===== src/rtl/mon_rx_pkg.sv =====
`timescale 1ns/1ps
package mon_rx_pkg;
   typedef enum logic [2:0] {
      ST_IDLE   = 3'd0,
      ST_FIRST  = 3'd1,
      ST_HOLD   = 3'd2,
      ST_GAP    = 3'd3,
      ST_PREACK = 3'd4
   } rx_state_t;
endpackage


===== src/rtl/mon_edge_det.sv =====
`timescale 1ns/1ps
module mon_edge_det (
   input  logic clk,
   input  logic rst_n,
   input  logic stb,
   input  logic snd_n,
   output logic snd_fall
);
   logic prev_q;

   always_ff @(posedge clk or negedge rst_n) begin
      if (!rst_n)   prev_q <= 1'b1;
      else if (stb) prev_q <= snd_n;
   end

   assign snd_fall = stb & prev_q & ~snd_n;
endmodule


===== src/rtl/mon_byte_hold.sv =====
`timescale 1ns/1ps
module mon_byte_hold #(
   parameter int DATA_W = 8
) (
   input  logic              clk,
   input  logic              rst_n,
   input  logic              load,
   input  logic [DATA_W-1:0] din,
   output logic [DATA_W-1:0] ref_q,
   output logic              same
);
   always_ff @(posedge clk or negedge rst_n) begin
      if (!rst_n)    ref_q <= '0;
      else if (load) ref_q <= din;
   end

   assign same = (din == ref_q);
endmodule


===== src/rtl/mon_rx_ctrl.sv =====
`timescale 1ns/1ps
module mon_rx_ctrl
   import mon_rx_pkg::*;
#(
   parameter int DATA_W       = 8,
   parameter bit FIRST_RESYNC = 1'b1
) (
   input  logic              clk,
   input  logic              rst_n,
   input  logic              stb,
   input  logic              snd_n,
   input  logic              snd_fall,
   input  logic              same,
   input  logic [DATA_W-1:0] ref_q,
   output logic              load,
   output logic              ack_n,
   output logic              byte_vld,
   output logic [DATA_W-1:0] byte_data,
   output logic              byte_first,
   output logic              msg_end,
   output logic              msg_abort
);
   rx_state_t st_q;
   rx_state_t first_miss_st;
   logic      match_q;
   logic      first_miss_load;

   generate
      if (FIRST_RESYNC) begin : g_resync
         assign first_miss_st   = ST_FIRST;
         assign first_miss_load = 1'b1;
      end else begin : g_drop
         assign first_miss_st   = ST_IDLE;
         assign first_miss_load = 1'b0;
      end
   endgenerate

   always_comb begin
      load = 1'b0;
      if (stb) begin
         unique case (st_q)
            ST_IDLE:  load = snd_fall;
            ST_FIRST: load = ~snd_n & ~same & first_miss_load;
            ST_HOLD:  load = snd_n;
            default:  load = 1'b0;
         endcase
      end
   end

   always_ff @(posedge clk or negedge rst_n) begin
      if (!rst_n) begin
         st_q       <= ST_IDLE;
         match_q    <= 1'b0;
         ack_n      <= 1'b1;
         byte_vld   <= 1'b0;
         byte_data  <= '0;
         byte_first <= 1'b0;
         msg_end    <= 1'b0;
         msg_abort  <= 1'b0;
      end else begin
         byte_vld  <= 1'b0;
         msg_end   <= 1'b0;
         msg_abort <= 1'b0;
         if (stb) begin
            unique case (st_q)
               ST_IDLE: begin
                  ack_n <= 1'b1;
                  if (snd_fall) st_q <= ST_FIRST;
               end
               ST_FIRST: begin
                  if (snd_n) begin
                     st_q <= ST_IDLE;
                  end else if (same) begin
                     ack_n      <= 1'b0;
                     byte_vld   <= 1'b1;
                     byte_first <= 1'b1;
                     byte_data  <= ref_q;
                     st_q       <= ST_HOLD;
                  end else begin
                     st_q <= first_miss_st;
                  end
               end
               ST_HOLD: begin
                  if (snd_n) st_q <= ST_GAP;
               end
               ST_GAP: begin
                  ack_n <= 1'b1;
                  if (snd_n) begin
                     msg_end <= 1'b1;
                     st_q    <= ST_IDLE;
                  end else begin
                     match_q <= same;
                     st_q    <= ST_PREACK;
                  end
               end
               ST_PREACK: begin
                  if (match_q) begin
                     ack_n      <= 1'b0;
                     byte_vld   <= 1'b1;
                     byte_first <= 1'b0;
                     byte_data  <= ref_q;
                     st_q       <= ST_HOLD;
                  end else begin
                     msg_abort <= 1'b1;
                     st_q      <= ST_IDLE;
                  end
               end
               default: st_q <= ST_IDLE;
            endcase
         end
      end
   end
endmodule


===== src/rtl/mon_rx.sv =====
`timescale 1ns/1ps
module mon_rx #(
   parameter int DATA_W       = 8,
   parameter bit FIRST_RESYNC = 1'b1
) (
   input  logic              clk,
   input  logic              rst_n,
   input  logic              frame_stb,
   input  logic              snd_n,
   input  logic [DATA_W-1:0] mon_in,
   output logic              ack_n,
   output logic              byte_vld,
   output logic [DATA_W-1:0] byte_data,
   output logic              byte_first,
   output logic              msg_end,
   output logic              msg_abort
);
   generate
      if (DATA_W < 1) begin : g_bad_width
         $error("mon_rx: DATA_W must be at least 1");
      end
   endgenerate

   logic              snd_fall;
   logic              load;
   logic              same;
   logic [DATA_W-1:0] ref_q;

   mon_edge_det u_edge (
      .clk      (clk),
      .rst_n    (rst_n),
      .stb      (frame_stb),
      .snd_n    (snd_n),
      .snd_fall (snd_fall)
   );

   mon_byte_hold #(.DATA_W(DATA_W)) u_hold (
      .clk   (clk),
      .rst_n (rst_n),
      .load  (load),
      .din   (mon_in),
      .ref_q (ref_q),
      .same  (same)
   );

   mon_rx_ctrl #(.DATA_W(DATA_W), .FIRST_RESYNC(FIRST_RESYNC)) u_ctrl (
      .clk        (clk),
      .rst_n      (rst_n),
      .stb        (frame_stb),
      .snd_n      (snd_n),
      .snd_fall   (snd_fall),
      .same       (same),
      .ref_q      (ref_q),
      .load       (load),
      .ack_n      (ack_n),
      .byte_vld   (byte_vld),
      .byte_data  (byte_data),
      .byte_first (byte_first),
      .msg_end    (msg_end),
      .msg_abort  (msg_abort)
   );
endmodule


===== config.mk =====
export PLATFORM = sky130hd
export DESIGN_NAME = mon_rx
export DESIGN_NICKNAME = d
export VERILOG_FILES = /design/src/rtl/mon_rx_pkg.sv /design/src/rtl/mon_edge_det.sv /design/src/rtl/mon_byte_hold.sv /design/src/rtl/mon_rx_ctrl.sv /design/src/rtl/mon_rx.sv
export SDC_FILE = /design/constraint.sdc
export NUM_CORES = 1
export LEC_CHECK = 0
export ABC_AREA = 1
export BUFFER_PORTS_ARGS = -buffer_cell sky130_fd_sc_hd__buf_2
export CELL_PAD_IN_SITES_DETAIL_PLACEMENT = 1
export CELL_PAD_IN_SITES_GLOBAL_PLACEMENT = 2
export CORE_ASPECT_RATIO = 0.6
export CORE_MARGIN = 8
export CORE_UTILIZATION = 33
export DETAILED_ROUTE_END_ITERATION = 10
export PLACE_DENSITY = 0.92
export SYNTH_ARGS = -nofsm -noshare
export SYNTH_HDL_FRONTEND = slang
export SYNTH_SLANG_ARGS = --single-unit

===== constraint.sdc =====
create_clock -name clk -period 2.07 [get_ports clk]
set_input_delay 0.414 -clock clk [delete_from_list [all_inputs] [get_ports clk]]
set_output_delay 0.414 -clock clk [all_outputs]
set_load 0.02 [all_outputs]

==> results_dict.tcl <==
set metrics [dict create \
    status "finished, final reports clean" \
    h-tree-depth 1 \
    drt_first_pass_iters 4 \
    switchingPower_uw 724 \
    r2r-end "u_ctrl.st_q[0]$_DFFE_PN0P_" \
    routed_wl_um 3360 \
    synth_top_cell_by_area "dfrtp_1" \
    die_h_um 64.6 \
    crit_chain "inv_1, nand2_1, nand2_1, nand2_1, nor2_2, nand2_1, nand2_1, nand2_4, nand2_4, o21ai_0" \
    slew_headroom 0.610 \
    grt_max_degree 27 \
    r2r_slack_ps 530 \
    syn_inst 159 \
    syn_area_mm2 0.00130 \
    grt_pass1_vias 1225 \
    ys_top_cells_by_area "dfrtp_1 (46%), nand2_1 (18%), nand3_1 (5.0%)" \
    placed_cell_area_mm2 0.00145 \
    diodes 0 \
    drt_iter0_drc 34 \
    port_buffers 24 \
    hold_viol 0 \
    ys_types 21 \
    hold_ws_ps 128 \
    cts_tree "built" \
    path_buf_inv 1 \
    cp_max_fo 9 \
    pwr-share-comb 0.365 \
    cp.required_ps 2220 \
    fin_crit_sh 0.744 \
    setup_tns_ps 0 \
    initial_utilization 0.349 \
    hold_class "in2async" \
    postRouteAntennaNets 0 \
    core_region_area_mm2 0.00372 \
    setup_viol 0 \
    cts_buffers 3 \
    syn_area_per_cell_um2 8.16 \
    crit_family "simple AND/OR/NAND/NOR gates" \
    p_clk_frac 0.232 \
    design_area_mm2 0.00153 \
    worst-setup-path-type "reg2reg" \
    post_drt_wl_per_cell_um 14.5 \
    start_kind "flip-flop" \
    p_sw_frac 0.395 \
    arrival_ps 1700 \
    end_kind "flip-flop" \
    tightest_slew_ps 584 \
    reg2reg_from "u_hold.ref_q[7]$_DFFE_PN0P_" \
    boundaryPins 25 \
    track_usage 0.116 \
    seq_area_frac_synth 0.503 \
    row_count 17 \
    power_leakage_uw 0.000843 \
    die_x_um 97.0 \
    gp_congestion 0.808 \
    drv_slew 0 \
    rsz0062_at_grt "no" \
    synth-seq-cells 26 \
    skew_ps 1.15 \
    vias 1082 \
    hpwl_um 2630 \
    yosys_warnings 0 \
    final.min_clock_period_ps 1540 \
    synth_top_cell_area_share 0.463 \
    clockRootBuffer "clkbuf_8" \
    dieArea_mm2 0.00626 \
    via_per_inst 4.66 \
    area_growth_pct 17.6 \
    final_nets 198 \
    cts-resized-gates 0 \
    maxCapViolCount 0 \
    cts_max_path_buffers 2 \
    critPathSlowestCell "dfrtp_1" \
    syn_nets 171 \
    fmax_mhz 649 \
    cts.clk_slew.worst_paths_ps 90 \
    overflow 0 \
    worst_r2r_path_depth 10 \
    max-vdd-ir-drop_mv 0.381 \
    clk_latency_ps 270 \
    cts_hold_buf 0 \
    cts_setup_buffers 0 \
    drcViolationCount 0 \
    clock-sinks 26 \
    power.density_mw_per_mm2 1200 \
    antenna_found_initial 0 \
    drive_gt1_frac 0.292 \
    seq_power_share 0.404 \
    grt_pass1_wl_um 5970 \
    p_int_uw 1110 \
    cpMostUsedCell "nand2_1" \
    cp_slowest_stage_delay_ps 410 \
]
[logic make-up (layout without fill, tap and decap cells)]
family | after synthesis | in the layout | share of synthesized area
AOI/OAI and AO/OA | 13 | 13 | 0.0685
and+or+nand+nor | 94 | 94 | 0.330
xor gates and xnor gates | 3 | 3 | 0.0203
DFF | 26 | 26 | 0.503
buffers and inverters | 23 | 49 | 0.0781
[cell usage after synthesis]
cell type / n
nor3_2: 1
nand4_1: 1
nor2_4: 1
buf_6: 2
nand2_2: 2
nand2_4: 3
a21oi_1: 2
dfrtp_1: 24
nand3_1: 13
nand2_1: 63
o21ai_0: 4
nor2_1: 5
inv_2: 7
dfstp_2: 2
inv_1: 14
nor3_1: 1
nor2_2: 3
o21ai_2: 6
xnor2_1: 3
nand3_2: 1
o22ai_1: 1
[layer usage]
layer | track usage | share of wire | routed length (um)
met1 | 0.136 | 0.45 | 1510
met5 | 0 | 0 | 0
met3 | 0.0328 | 0.043 | 143
met4 | 0.0457 | 0.016 | 54
met2 | 0.199 | 0.49 | 1650
[worst max path at each step]
stage                                startpoint                               to  slack, ps  depth (start not counted)
CTS                 u_hold.ref_q[7]$_DFFE_PN0P_       u_ctrl.st_q[0]$_DFFE_PN0P_        520                         10
global placement                      mon_in[1]  u_ctrl.byte_data[4]$_DFFE_PN0P_        470                         11
finish              u_hold.ref_q[7]$_DFFE_PN0P_       u_ctrl.st_q[0]$_DFFE_PN0P_        530                         10
floorplan                             mon_in[6]    u_ctrl.byte_first$_DFFE_PN0P_        740                          9
global route        u_hold.ref_q[7]$_DFFE_PN0P_  u_ctrl.byte_data[2]$_DFFE_PN0P_        390                         11
detailed placement                    frame_stb      u_hold.ref_q[2]$_DFFE_PN0P_        460                          8
[power by group through the flow]
stage          registers (uW)  logic (uW)  clock network (uW)
3_3_place_gp              741         632                   0
2_1_floorplan             746         491                   0
5_1_grt                   759         759                 455
4_1_cts                   742         675                 434
6_report                  739         668                 424
3_5_place_dp              748         668                   0
[final cells by class]
type | count | area, um^2
Clock buffer | 3 | 41.3
Clock inverter | 1 | 30.0
Fill cell | 463 | 2200
Inverter | 21 | 78.8
Multi-Input combinational cell | 110 | 543
Sequential cell | 26 | 653
Tap cell | 47 | 58.8
Timing Repair Buffer | 24 | 120
[flip-flops by register name, indices dropped and copies added (netlist names)]
register / cells
u_ctrl.msg_abort: 1
u_hold.ref_q: 8
u_ctrl.byte_data: 8
u_ctrl.byte_vld: 1
u_ctrl.st_q: 3
u_ctrl.match_q: 1
u_ctrl.msg_end: 1
u_edge.prev_q: 1
u_ctrl.byte_first: 1
u_ctrl.ack_n: 1
[per-stage QoR]
stage,power [uW],std cells,util,setup slack (ps)
final,1830,232,0.410,529
after global routing,1970,232,0.410,394
after global placement,1370,228,0.391,474
after CTS,1850,232,0.410,517
after floorplan,1240,159,-,742
after detailed placement,1420,228,0.391,457
[placed cells by master, fill, tap and decap left out]
master     instances
nand3_2            1
a21oi_1            2
nand2_4            3
bufinv_16          1
nand3_1           13
dfstp_2            2
nand2_2            2
clkbuf_8           3
nor3_2             1
inv_1             14
nand2_1           63
nor2_2             3
nor2_4             1
dfrtp_1           24
nand4_1            1
o22ai_1            1
o21ai_0            4
nor3_1             1
xnor2_1            3
buf_2             24
inv_2              7
o21ai_2            6
nor2_1             5
(Power assumes the default switching activity.)
